==> src/rtl/wdv_pkg.sv <==
package wdv_pkg;
  localparam int REG_W = 32;
  localparam int NFLAG = 4;

  // Index of each stored flag inside the flag vector
  localparam int FL_KEY   = 0;
  localparam int FL_EARLY = 1;
  localparam int FL_END   = 2;
  localparam int FL_WIN   = 3;

  // Bit positions in the status word, fixed by software view
  localparam int POS_MIRROR = 1;
  localparam int POS_KEY    = 2;
  localparam int POS_EARLY  = 3;
  localparam int POS_END    = 4;
  localparam int POS_WIN    = 5;

  localparam logic [REG_W-1:0] LIVE_MASK =
    (REG_W'(1) << POS_WIN) | (REG_W'(1) << POS_END) | (REG_W'(1) << POS_EARLY) |
    (REG_W'(1) << POS_KEY) | (REG_W'(1) << POS_MIRROR);

  // Events that set each flag
  function automatic logic [NFLAG-1:0] set_request(input logic ev_end,
                                                   input logic ev_early,
                                                   input logic ev_key);
    logic [NFLAG-1:0] s;
    s          = '0;
    s[FL_WIN]  = ev_end | ev_early;
    s[FL_END]  = ev_end;
    s[FL_EARLY]= ev_early;
    s[FL_KEY]  = ev_key;
    return s;
  endfunction

  // Ones written that request a clear of each flag
  function automatic logic [NFLAG-1:0] clr_request(input logic [REG_W-1:0] d);
    logic [NFLAG-1:0] c;
    c           = '0;
    c[FL_WIN]   = d[POS_WIN];
    c[FL_END]   = d[POS_END] | d[POS_MIRROR] | d[POS_WIN];
    c[FL_EARLY] = d[POS_EARLY] | d[POS_WIN];
    c[FL_KEY]   = d[POS_KEY] | d[POS_WIN];
    return c;
  endfunction

  // Place stored flags into the status word
  function automatic logic [REG_W-1:0] pack_status(input logic [NFLAG-1:0] f);
    logic [REG_W-1:0] r;
    r             = '0;
    r[POS_WIN]    = f[FL_WIN];
    r[POS_END]    = f[FL_END];
    r[POS_MIRROR] = f[FL_END];
    r[POS_EARLY]  = f[FL_EARLY];
    r[POS_KEY]    = f[FL_KEY];
    return r;
  endfunction
endpackage

==> src/rtl/wdv_flag.sv <==
module wdv_flag (
  input  logic clk,
  input  logic por_n,
  input  logic set_i,
  input  logic clr_i,
  output logic q_o
);
  // Set has priority over clear; only power-on reset initialises
  always_ff @(posedge clk or negedge por_n) begin
    if (!por_n) q_o <= 1'b0;
    else        q_o <= set_i | (q_o & ~clr_i);
  end
endmodule

==> src/rtl/wdv_clr_decode.sv <==
module wdv_clr_decode
  import wdv_pkg::*;
(
  input  logic             wr_en,
  input  logic             wr_priv,
  input  logic             soft_rst,
  input  logic [REG_W-1:0] wr_data,
  output logic             accept_o,
  output logic [NFLAG-1:0] clr_o
);
  assign accept_o = wr_en & wr_priv & ~soft_rst;
  assign clr_o    = accept_o ? clr_request(wr_data) : '0;
endmodule

==> src/rtl/wdv_status_reg.sv <==
module wdv_status_reg
  import wdv_pkg::*;
(
  input  logic             clk,
  input  logic             por_n,
  input  logic             soft_rst,
  input  logic             evt_end_expiry,
  input  logic             evt_early_key,
  input  logic             evt_bad_key,
  input  logic             wr_en,
  input  logic             wr_priv,
  input  logic [REG_W-1:0] wr_data,
  input  logic             irq_mode,
  output logic [REG_W-1:0] rd_data,
  output logic             nmi_req
);
  logic             wr_accept;
  logic [NFLAG-1:0] set_vec;
  logic [NFLAG-1:0] clr_vec;
  logic [NFLAG-1:0] flag_q;

  assign set_vec = set_request(evt_end_expiry, evt_early_key, evt_bad_key);

  wdv_clr_decode i_dec (
    .wr_en    (wr_en),
    .wr_priv  (wr_priv),
    .soft_rst (soft_rst),
    .wr_data  (wr_data),
    .accept_o (wr_accept),
    .clr_o    (clr_vec)
  );

  for (genvar g = 0; g < NFLAG; g++) begin : g_flag
    wdv_flag i_flag (
      .clk   (clk),
      .por_n (por_n),
      .set_i (set_vec[g]),
      .clr_i (clr_vec[g]),
      .q_o   (flag_q[g])
    );
  end

  assign rd_data = pack_status(flag_q);
  assign nmi_req = flag_q[FL_WIN] & irq_mode;
endmodule

==> config.mk <==
export PLATFORM = sky130hd
export DESIGN_NAME = wdv_status_reg
export DESIGN_NICKNAME = d
export VERILOG_FILES = /design/src/rtl/wdv_pkg.sv /design/src/rtl/wdv_flag.sv /design/src/rtl/wdv_clr_decode.sv /design/src/rtl/wdv_status_reg.sv
export SDC_FILE = /design/constraint.sdc
export NUM_CORES = 1
export LEC_CHECK = 0
export CORE_AREA = 3 3 40 42
export DETAILED_ROUTE_END_ITERATION = 8
export DIE_AREA = 0 0 43 45
export DONT_BUFFER_PORTS = 1
export HOLD_SLACK_MARGIN = 0.15
export PLACE_DENSITY = 0.52
export SYNTH_ARGS = -nofsm -noshare
export SYNTH_HDL_FRONTEND = slang
export SYNTH_SLANG_ARGS = --single-unit
export TNS_END_PERCENT = 1
==> constraint.sdc <==
create_clock -name clk -period 1.15 [get_ports clk]
set_clock_uncertainty 0.05 [all_clocks]
set_input_delay 0.115 -clock clk [delete_from_list [all_inputs] [get_ports clk]]
set_output_delay 0.115 -clock clk [all_outputs]
set_load 0.02 [all_outputs]
# Yosys cells after proc, flatten, opt, wreduce, memory -nomap -nowiden
# Index checks and enable logic that the tools add are counted.
totals:
  in_bits: 41
  word_cells: 26
  ff_bits: 4
  out_inout_bits: 33
classes:
  n_mux: 1
  bitwise_logic: 21
op_table:
  columns: ["operator", "count"]
  rows:
  - ["1-bit bitwise OR", 9]
  - ["1-bit bitwise AND", 7]
  - ["1-bit inverter", 5]
  - ["4-bit 2-to-1 mux", 1]

# Logic depth before layout (Yosys ltp)
# Gate-level depths: netlist of run 1.
logic_depth:
  ltp_word: 6
  mapped_depth: 2
  depth_no_buf: 2

# Cells and area by module
# A second synthesis of run 1 with hierarchy kept.
unflattened:
  hier_cells: 53
  hier_area_um2: 426.7
by_module_without_submodules:
  columns: ["module", "seq_area_each_um2", "instances", "cells_each", "area_each_um2"]
  rows:
  - ["wdv_status_reg", 0.0, 1, 31, 226.5]
  - ["wdv_flag", 25.0, 4, 3, 36.3]
  - ["wdv_clr_decode", 0.0, 1, 10, 55.1]

# Worst setup path after synthesis of run 1
# No wires, ideal clock.
synth_timing:
  path_type: "register to register"
  startpoint: "reg g_flag[2].i_flag.q_o"
  endpoint: "reg g_flag[2].i_flag.q_o"
  arrival_ps: 872
  slack_ps: 148
  stages_incl_launch_ff: 3
  period_less_slack_ps: 1002
  setup_time_ps: 80
  required_time_ps: 1020
  n_path_buf: 0
  path_cell_list: "dfrtp_1 > or4b_1 > o211ai_2"
synth_via:
  elab_chain_len: 2
synth_rtl:
  columns: ["element", "line_no", "rtl"]
  rows:
  - ["start, declared", "wdv_flag.sv:6", "output logic q_o"]
  - ["start signal, assigned", "wdv_flag.sv:11", "else q_o <= set_i | (q_o & ~clr_i);"]
  - ["1-bit bitwise AND", "wdv_flag.sv:11", null]
  - ["1-bit bitwise OR", "wdv_flag.sv:11", null]
# Every way passes these cells.

# Final worst setup path of run 1
layout_timing:
  startpoint: "in wr_data[4]"
  endpoint: "reg g_flag[2].i_flag.q_o"
layout_via:
  elab_chain_len: 6
layout_rtl:
  columns: ["element", "line_no", "rtl"]
  rows:
  - ["start, declared", "wdv_status_reg.sv:12", "input logic [REG_W-1:0] wr_data,"]
  - ["1-bit bitwise OR (2 in a row)", "wdv_pkg.sv:40", "c[FL_END] = d[POS_END] | d[POS_MIRROR] | d[POS_WIN];"]
  - ["4-bit 2-to-1 mux", "wdv_clr_decode.sv:12", "assign clr_o = accept_o ? clr_request(wr_data) : '0;"]
  - ["1-bit inverter", "wdv_flag.sv:11", null]
  - ["1-bit bitwise AND", "wdv_flag.sv:11", null]
  - ["1-bit bitwise OR", "wdv_flag.sv:11", null]
# Every way passes these cells.

==> impl_metrics.csv, run 1 <==
group,metric,value,unit
run_status,run_status,"finished, violations left",
run_status,violations,"negative hold slack",
timing,rsz0062_at_grt,"no",
place,placement.io_buffers,0,
die,pin_count,74,
cells_and_area,n_antenna_cell,0,
cells_and_area,registers.top_by_ff_count,"g_flag.i_flag.q_o",
run,reported_max_cap_violation_count,0,
place,placedInstanceArea,349,um2
timing,post-route-min-period,1.10,ns
detailed_routing,number_of_violations_reported_at_the_end_of_detailed_routing_iteration_0,3,
cells_and_area,finish.net_count,103,
worst_setup_path,critical_path.endpoint_type,"flop",
worst_setup_path,timing_worst_setup_path_type,"in2reg",
power_and_ir_drop,power_density,1050,nW/um2
synthesis,ys_seq_area_frac,0.222,
timing,timing_max_transition_violations_final,0,
clocking,h-tree-depth,1,
global_route,grt_pass1_wl,876,um
cells_and_area,post_layout_instance_area,444,um2
worst_setup_path,critical_path.slowest_cell,"sky130_fd_sc_hd__dlygate4sd3_1",
worst_setup_path,start_kind,"primary input",
clocking,clkSinkCount,4,
global_route,grt_util_overall,0.0686,
die,fp.coreArea,1280,um2
clocking,cts_hold_repair.buffers,7,
die,initial_core_util,0.351,
synthesis,synthesis.area_per_instance,8.50,um2
synthesis,yosys.cell_types.count,12,
clocking,clk_latency_worst_skew_pair,0.23,ns
worst_setup_path,worst_ep_required_time,1.26,ns
synthesis,yosys_register_bits,4,
worst_hold_path,timing.hold.worst_endpoint,"g_flag[3].i_flag.q_o",
global_route,busiest_metal_layer_after_global_routing,"met2",
cells_and_area,flip_flop_count_of_the_largest_register_all_copies_and_words_added,4,
power_and_ir_drop,p_switching,170,uW
worst_setup_path,r2r_end,"g_flag[1].i_flag.q_o",
power_and_ir_drop,int_pwr,296,uW
clocking,post_cts.repair.setup_buffers,0,
clocking,cts_tree,"yes",
power_and_ir_drop,power_frac_comb,0.299,
die,placement_rows,13,
timing,setup-tns-final,0,ns
power_and_ir_drop,total_leakage_power,0.248,nW
timing,final-setup-viol-count,0,
worst_setup_path,path_cells,"dlygate4sd3_1 -> or4b_1 -> o211ai_2",
cells_and_area,layout.cells.most_common,"sky130_fd_sc_hd__conb_1",
detailed_routing,via_count,271,
global_route,grtUsageMet1,0.0512,
clocking,cts-root-buf,"sky130_fd_sc_hd__clkbuf_4",
detailed_routing,wl_per_cell,9.59,um
die,fp.dieH,45,um
worst_hold_path,min_from,"wr_data[5]",
global_route,number_of_global_route_vias_before_repair,218,
clocking,clkTransAtPathRegs,0.04,ns
die,die_width,43,um
power_and_ir_drop,power.clock.fraction,0.379,
worst_setup_path,regToRegStartpoint,"g_flag[1].i_flag.q_o",
detailed_routing,drcViolationCount,0,
timing,final_min_period_over_clock_period,0.957,
detailed_routing,ant_nets,0,
synthesis,mappedNetlistArea,450,um2
power_and_ir_drop,vdd.ir_drop.worst,0.000248,V
global_route,grt_remaining_overflow,0,
worst_hold_path,holdPathStages,1,
cells_and_area,largestRegisters,"g_flag.i_flag.q_o (4)",
synthesis,syn_inst,53,
global_route,antenna_found_initial,0,
worst_setup_path,worstRegToRegCells,2,
detailed_routing,drt_wl_total,719,um
power_and_ir_drop,share_seq_of_total_power,0.321,
worst_setup_path,crit_path_max_fanout,1,
worst_setup_path,worst_ep_arrival_time,1.21,ns
timing,timing_hold_violations_final,1,
detailed_routing,drt-vias-per-instance,3.61,
worst_hold_path,timing.hold.worst.class,"in2reg",
power_and_ir_drop,switching_share,0.365,
clocking,clock_path_buffers,2,
timing,timing.hold.ws,-0.0497,ns
global_route,groute.layer.met2.usage,0.108,
place,globalplace.congestion,0.609,
cells_and_area,drive_above_1_share,0.183,
die,dieArea,1940,um2
synthesis,yosys_warnings,0,
global_route,largest_net_degree_at_the_start_of_global_routing,5,
timing,clock.fmax,909,MHz
cells_and_area,syn_to_final_growth,-1.39,%
clocking,cts-buffers-inserted,3,
worst_setup_path,critical-path-max-stage-delay,0.53,ns
detailed_routing,firstDrtPassIters,3,
global_route,groute.layer.met3.usage,0.0398,
cells_and_area,most-common-layout-cells,"sky130_fd_sc_hd__conb_1, sky130_fd_sc_hd__dlygate4sd3_1, sky130_fd_sc_hd__inv_1",
worst_setup_path,r2r_setup_slack,0.14,ns
[routing by layer]
metal	share of wire	vias to the layer above
met5	0	-
met4	0.039	0
met3	0.18	5
met2	0.50	25
met1	0.28	118
li1	-	123
[cell usage after synthesis (all sizes together)]
cell type  instances  area (um2)
buf               32         240
inv                6        22.5
dfrtp              4         100
o211ai             3        27.5
or3b               2        17.5
a41oi              1        8.76
and2               1        6.26
and3b              1        8.76
conb               1        3.75
nor3               1        5.00
or4b               1        10.0
[power by group through the flow]
stage          Clock [mW]  Sequential [mW]  Combinational, mW
2_1_floorplan           0            0.151              0.185
3_3_place_gp            0            0.152              0.115
3_5_place_dp            0            0.151              0.115
4_1_cts             0.183            0.150              0.138
5_1_grt             0.189            0.150              0.149
6_report            0.177            0.150              0.139
[cells by family after synthesis]
| group | Yosys count | synth area share |
|---|---|---|
| buffers and inverters | 38 | 0.583 |
| flip-flops | 4 | 0.222 |
| other | 1 | 0.00833 |
| AND/OR/NAND/NOR | 6 | 0.106 |
| AO/OA/AOI/OAI | 4 | 0.0805 |
[critical path, delay by kind of cell]
kind	cells	cell delay, ns
simple gates	1	0.48
buf+inv	1	0.53
compound gates	1	0.08
[per-stage QoR]
step / std cells / hold slack, ns / setup WS (ns) / util / power [mW]
2_1_floorplan: 79 / -0.231 / 0.148 / - / 0.337
3_3_place_gp: 65 / -0.230 / 0.152 / 0.272 / 0.267
3_5_place_dp: 65 / -0.230 / 0.152 / 0.272 / 0.267
4_1_cts: 75 / -0.0492 / 0.00930 / 0.345 / 0.471
5_1_grt: 75 / -0.0457 / 0.0414 / 0.346 / 0.488
6_report: 75 / -0.0497 / 0.0498 / 0.346 / 0.466
[worst max-delay path by stage]
stage / from / end / slack [ns] / cells past startpoint
finish: wr_data[4] / g_flag[2].i_flag.q_o / 0.05 / 3
global route: wr_data[2] / g_flag[0].i_flag.q_o / 0.04 / 3
CTS: g_flag[3].i_flag.q_o / nmi_req / 0.009 / 1
detailed placement: g_flag[1].i_flag.q_o / g_flag[1].i_flag.q_o / 0.15 / 2
global placement: g_flag[0].i_flag.q_o / g_flag[0].i_flag.q_o / 0.15 / 2
floorplan: g_flag[2].i_flag.q_o / g_flag[2].i_flag.q_o / 0.15 / 2
[cell type report]
type / instances / area (um2)
Clock buffer: 3 / 22.5
Fill cell: 145 / 841
Inverter: 6 / 22.5
Multi-Input combinational cell: 37 / 186
Sequential cell: 4 / 101
Tap cell: 15 / 18.8
Timing Repair Buffer: 10 / 92.6
[repair_timing]
action                     CTS  global route
resized for setup            1             1
setup endpoints to repair    1             1
hold endpoints to repair     8             4
Power figures use the tool's default switching activity.
==> run 2: changes to the inputs <==
--- a/config.mk
+++ b/config.mk
@@ -11,6 +11,7 @@
 export DONT_BUFFER_PORTS = 1
 export HOLD_SLACK_MARGIN = 0.15
 export PLACE_DENSITY = 0.52
+export SETUP_SLACK_MARGIN = 0.05
 export SYNTH_ARGS = -nofsm -noshare
 export SYNTH_HDL_FRONTEND = slang
 export SYNTH_SLANG_ARGS = --single-unit
==> run 2 against run 1 <==
The run still ends with negative hold slack left. Fmax up 1.0%. Critical endpoint is now nmi_req. Cell area down 2.3%. Wire length down 0.14%. Critical path type is now reg2out.
==> impl_metrics.csv, run 2 (synthesis results as in run 1) <==
group,metric,value,unit
cells_and_area,layout.cells.most_common,"sky130_fd_sc_hd__conb_1",
die,initial_core_util,0.351,
worst_setup_path,critical-path-max-stage-delay,0.45,ns
worst_setup_path,worst_ep_arrival_time,0.92,ns
detailed_routing,highest-signal-layer,"met4",
place,setup_slack_after_placement,0.152,ns
die,fp.coreArea,1280,um2
worst_setup_path,timing_worst_setup_path_type,"reg2out",
detailed_routing,wl_met3,131,um
detailed_routing,ant_nets,0,
detailed_routing,wl_per_cell,9.70,um
worst_setup_path,worstPathBufferInverterCount,0,
place,dp_cells,65,
cells_and_area,finish.net_count,102,
worst_hold_path,timing.hold.worst.class,"in2reg",
cells_and_area,finalNonFillerCells,74,
worst_setup_path,path_cells,"and2_2",
worst_setup_path,crit_path_max_fanout,3,
die,pin_count,74,
die,fp.dieH,45,um
run,reported_max_cap_violation_count,0,
timing,timing_hold_violations_final,1,
global_route,grt_remaining_overflow,0,
run_status,violations,"negative hold slack",
power_and_ir_drop,power_density,1070,nW/um2
timing,post-route-min-period,1.09,ns
timing,finalWorstSetupSlack,0.0611,ns
worst_setup_path,critical_path.slowest_cell,"sky130_fd_sc_hd__dfrtp_2",
global_route,number_of_global_route_vias_before_repair,216,
place,placement.io_buffers,0,
cells_and_area,post_layout_instance_area,434,um2
worst_setup_path,critical_path.endpoint_type,"output pin",
detailed_routing,drcViolationCount,0,
cells_and_area,syn_to_final_growth,-3.61,%
cells_and_area,flip_flop_count_of_the_largest_register_all_copies_and_words_added,4,
clocking,cts_hold_repair.buffers,6,
global_route,antenna_found_initial,0,
timing,setup-tns-final,0,ns
clocking,clkTransAtPathRegs,0.04,ns
clocking,cts-root-buf,"sky130_fd_sc_hd__clkbuf_4",
cells_and_area,largestRegisters,"g_flag.i_flag.q_o (4)",
timing,timing_max_transition_violations_final,0,
detailed_routing,via_count,269,
timing,final-setup-viol-count,0,
cells_and_area,n_antenna_cell,0,
global_route,largest_net_degree_at_the_start_of_global_routing,5,
power_and_ir_drop,total_leakage_power,0.244,nW
place,placedInstanceArea,349,um2
die,placement_rows,13,
run_status,run_status,"finished, violations left",
clocking,h-tree-depth,1,
detailed_routing,drt_wl_total,718,um
die,dieArea,1940,um2
timing,timing.hold.ws,-0.0496,ns
cells_and_area,registers.top_by_ff_count,"g_flag.i_flag.q_o",
die,die_width,43,um
power_and_ir_drop,vdd.ir_drop.worst,0.000248,V
clocking,cts-buffers-inserted,3,
worst_setup_path,start_kind,"flop",
worst_setup_path,worst_path_dominant_cell_family,"flip-flops",
cells_and_area,most-common-layout-cells,"sky130_fd_sc_hd__conb_1, sky130_fd_sc_hd__inv_1, sky130_fd_sc_hd__dlygate4sd3_1",
detailed_routing,number_of_violations_reported_at_the_end_of_detailed_routing_iteration_0,3,
clocking,clk_latency_worst_skew_pair,0.23,ns
detailed_routing,met2WireLength,358,um
clocking,clkSinkCount,4,
global_route,grt_util_overall,0.0686,
cells_and_area,drive_above_1_share,0.186,
timing,clock.fmax,918,MHz
place,globalplace.congestion,0.609,
timing,final_min_period_over_clock_period,0.947,
clocking,cts_tree,"yes",
timing,rsz0062_at_grt,"yes",
global_route,grt_pass1_wl,876,um
worst_setup_path,worst_ep_required_time,0.99,ns
detailed_routing,wl_met1,200,um
clocking,clock_path_buffers,2,
detailed_routing,drt-vias-per-instance,3.64,
cells_and_area,filler_cell_count,146,
detailed_routing,firstDrtPassIters,3,
-- run 2: final cells by class --
type	instances	area, um2	area share
multi-input cells	37	186	0.429
flip-flops and latches	4	101	0.233
repair buffers	9	82.6	0.190
clock buffers	3	22.5	0.0519
inverters	6	22.5	0.0519
well taps	15	18.8	0.0432
-- run 2: metrics by stage --
step	util	power (mW)
2_1_floorplan	-	0.337
3_3_place_gp	0.272	0.267
3_5_place_dp	0.272	0.267
4_1_cts	0.338	0.468
5_1_grt	0.338	0.486
6_report	0.338	0.463
-- run 2: timing repair --
item,in CTS,in global routing
gates resized for setup,2,0
endpoints found under the hold margin,8,4
setup endpoints to repair,1,2
setup buffers,0,0
pin swaps,0,1
-- run 2: path summary, 6_finish.rpt --
| kind | from | end | slack [ns] | depth (start not counted) |
|---|---|---|---|---|
| setup / recovery | g_flag[3].i_flag.q_o | nmi_req | 0.06 | 1 |
| hold / removal | wr_data[5] | g_flag[3].i_flag.q_o | -0.05 | 1 |
| setup reg to reg | g_flag[1].i_flag.q_o | g_flag[1].i_flag.q_o | 0.14 | 2 |
| hold reg to reg | g_flag[2].i_flag.q_o | g_flag[2].i_flag.q_o | 0.61 | 2 |
| max in group asynchronous | por_n | g_flag[3].i_flag.q_o | 0.22 | 2 |
| min in group asynchronous | por_n | g_flag[2].i_flag.q_o | 0.64 | 2 |
-- run 2: layer usage --
layer	vias to the layer above	track usage
met3	5	0.0398
met4	0	0.0904
met1	118	0.0512
li1	121	-
met2	25	0.108
met5	-	0
-- run 2: power by group --
part	internal [mW]	switching (mW)	total (mW)	leakage (nW)
Combinational	0.0303	0.107	0.137	0.194
Clock	0.117	0.0599	0.177	0.0138
Sequential	0.146	0.00316	0.150	0.0363
==> run 3: changes to the inputs <==
--- a/config.mk
+++ b/config.mk
@@ -10,9 +10,10 @@
 export DIE_AREA = 0 0 43 45
 export DONT_BUFFER_PORTS = 1
 export HOLD_SLACK_MARGIN = 0.15
-export PLACE_DENSITY = 0.52
+export PLACE_DENSITY = 0.5
 export SETUP_SLACK_MARGIN = 0.05
 export SYNTH_ARGS = -nofsm -noshare
 export SYNTH_HDL_FRONTEND = slang
+export SYNTH_HIERARCHICAL = 1
 export SYNTH_SLANG_ARGS = --single-unit
 export TNS_END_PERCENT = 1
==> run 3 against run 2 <==
The flow now finishes without violations. Register-to-register slack gained 0.20 ns. Count of clock-buffer cells in the layout unchanged. Wire length fell by 2.2%. Critical path type unchanged. Critical endpoint is now rd_data[4]. Highest routed layer is now met3.
==> impl_metrics.csv, run 3 <==
group,metric,value,unit
die,initial_core_util,0.329,
clocking,clock_path_buffers,2,
place,globalplace.congestion,0.628,
worst_setup_path,crit_path_max_fanout,3,
detailed_routing,via_count,262,
worst_setup_path,worst_ep_required_time,0.99,ns
cells_and_area,n_antenna_cell,0,
worst_setup_path,start_kind,"flop",
worst_hold_path,holdPathStages,4,
cells_and_area,registers.top_by_ff_count,"g_flag.i_flag/q_o",
die,fp.coreArea,1280,um2
global_route,number_of_global_route_vias_before_repair,251,
synthesis,mappedNetlistArea,423,um2
cells_and_area,layout.cells.most_common,"sky130_fd_sc_hd__conb_1",
worst_setup_path,worstPathBufferInverterCount,1,
detailed_routing,wl_per_cell,8.89,um
timing,clock.fmax,946,MHz
global_route,grt_remaining_overflow,0,
die,die_width,43,um
die,fp.dieH,45,um
detailed_routing,drcViolationCount,0,
worst_setup_path,critical_path.slowest_cell,"sky130_fd_sc_hd__dfrtp_1",
worst_setup_path,critical-path-max-stage-delay,0.47,ns
worst_setup_path,worst_ep_arrival_time,0.89,ns
detailed_routing,ant_nets,0,
place,place_hpwl,570,um
power_and_ir_drop,vdd.ir_drop.worst,0.000380,V
cells_and_area,largestRegisters,"g_flag.i_flag/q_o (4)",
detailed_routing,firstDrtPassIters,1,
clocking,h-tree-depth,1,
power_and_ir_drop,total_leakage_power,0.248,nW
clocking,post_cts.repair.setup_buffers,0,
worst_hold_path,timing.hold.worst.class,"in2reg",
cells_and_area,final_util,0.362,
detailed_routing,drt-vias-per-instance,3.32,
cells_and_area,syn_to_final_growth,10.1,%
synthesis,yosys_warnings,6,
place,dp_cells,66,
cells_and_area,flip_flop_count_of_the_largest_register_all_copies_and_words_added,4,
detailed_routing,number_of_violations_reported_at_the_end_of_detailed_routing_iteration_0,0,
global_route,grt_pass1_wl,924,um
cells_and_area,post_layout_instance_area,465,um2
worst_setup_path,path_cells,"buf_4",
cells_and_area,drive_above_1_share,0.109,
synthesis,synthesis.area_per_instance,8.13,um2
die,placement_rows,13,
timing,timing_hold_violations_final,0,
clocking,cts-buffers-inserted,3,
place,placedInstanceArea,337,um2
synthesis,syn_inst,52,
detailed_routing,drt_wl_total,702,um
worst_setup_path,critical_path_depth,1,
run_status,run_status,"completed",
timing,final-setup-viol-count,0,
global_route,antenna_found_initial,0,
worst_setup_path,timing_worst_setup_path_type,"reg2out",
clocking,clk_latency_worst_skew_pair,0.23,ns
timing,timing_max_transition_violations_final,0,
worst_setup_path,critical_path.endpoint_type,"output pin",
worst_setup_path,r2r_setup_slack,0.34,ns
place,placement.io_buffers,0,
timing,setup-tns-final,0,ns
run,reported_max_cap_violation_count,0,
clocking,clkTransAtPathRegs,0.03,ns
cells_and_area,finalNonFillerCells,79,
die,dieArea,1940,um2
clocking,cts-root-buf,"sky130_fd_sc_hd__clkbuf_4",
worst_setup_path,worst_path_dominant_cell_family,"flip-flops",
timing,post-route-min-period,1.06,ns
worst_setup_path,worstRegToRegCells,1,
timing,rsz0062_at_grt,"no",
power_and_ir_drop,power_density,1000,nW/um2
die,pin_count,74,
cells_and_area,finish.net_count,107,
clocking,cts_tree,"yes",
timing,final_min_period_over_clock_period,0.919,
global_route,largest_net_degree_at_the_start_of_global_routing,5,
clocking,clkSinkCount,4,
global_route,grt_util_overall,0.0669,
cells_and_area,most-common-layout-cells,"sky130_fd_sc_hd__conb_1, sky130_fd_sc_hd__dlygate4sd3_1, sky130_fd_sc_hd__nor2_1",
==> run 3: changes by cell type in the layout (fill, tap and decap cells not counted), moves of 2 or more <==
| cell | previous run | this run |
|---|---|---|
| sky130_fd_sc_hd__nor2_1 | 0 | 6 |
| sky130_fd_sc_hd__dlygate4sd3_1 | 6 | 9 |
| sky130_fd_sc_hd__o211ai_1 | 2 | 0 |
| sky130_fd_sc_hd__or3b_2 | 2 | 0 |
| sky130_fd_sc_hd__a21o_1 | 0 | 4 |
| sky130_fd_sc_hd__buf_4 | 3 | 1 |
==> run 3: final cells by class <==
type                            instances  area [um2]
Clock buffer                            3        22.5
Timing Repair Buffer                   11         110
Multi-Input combinational cell         41         194
Fill cell                             149         820
Inverter                                5        18.8
Sequential cell                         4         101
Tap cell                               15        18.8
==> run 3: metrics by stage <==
stage | power [mW] | hold WS, ns | setup slack [ns]
final | 0.466 | 0.169 | 0.0929
after global routing | 0.501 | 0.186 | 0.0542
after CTS | 0.474 | 0.167 | 0.0809
after detailed placement | 0.264 | -0.230 | 0.245
after global placement | 0.264 | -0.230 | 0.242
after floorplan | 0.331 | -0.231 | 0.280
==> run 3: power by group <==
group / switching, mW / internal, mW / total [mW] / leakage (nW)
Sequential: 0.0116 / 0.147 / 0.159 / 0.0365
Combinational: 0.102 / 0.0387 / 0.141 / 0.198
Clock: 0.0501 / 0.116 / 0.166 / 0.0138
==> run 3: layer usage <==
metal,part of all wire,track usage
met5,0,0
met4,0,0.0542
met3,0.15,0.0239
met2,0.61,0.132
met1,0.24,0.0512
==> run 3: path summary, 6_finish.rpt <==
kind	start	to
max	g_flag[2].i_flag/q_o	rd_data[4]
max reg2reg	g_flag[2].i_flag/q_o	g_flag[2].i_flag/q_o
max in group asynchronous	por_n	g_flag[3].i_flag/q_o
min in group asynchronous	por_n	g_flag[2].i_flag/q_o
min	soft_rst	g_flag[3].i_flag/q_o
min reg2reg	g_flag[3].i_flag/q_o	g_flag[3].i_flag/q_o
==> run 3: timing repair <==
item	in CTS	in global routing
resized for setup	3	1
endpoints found under the hold margin	8	0
hold buffers	10	0
endpoints found under the setup margin	1	1
gates cloned	0	0
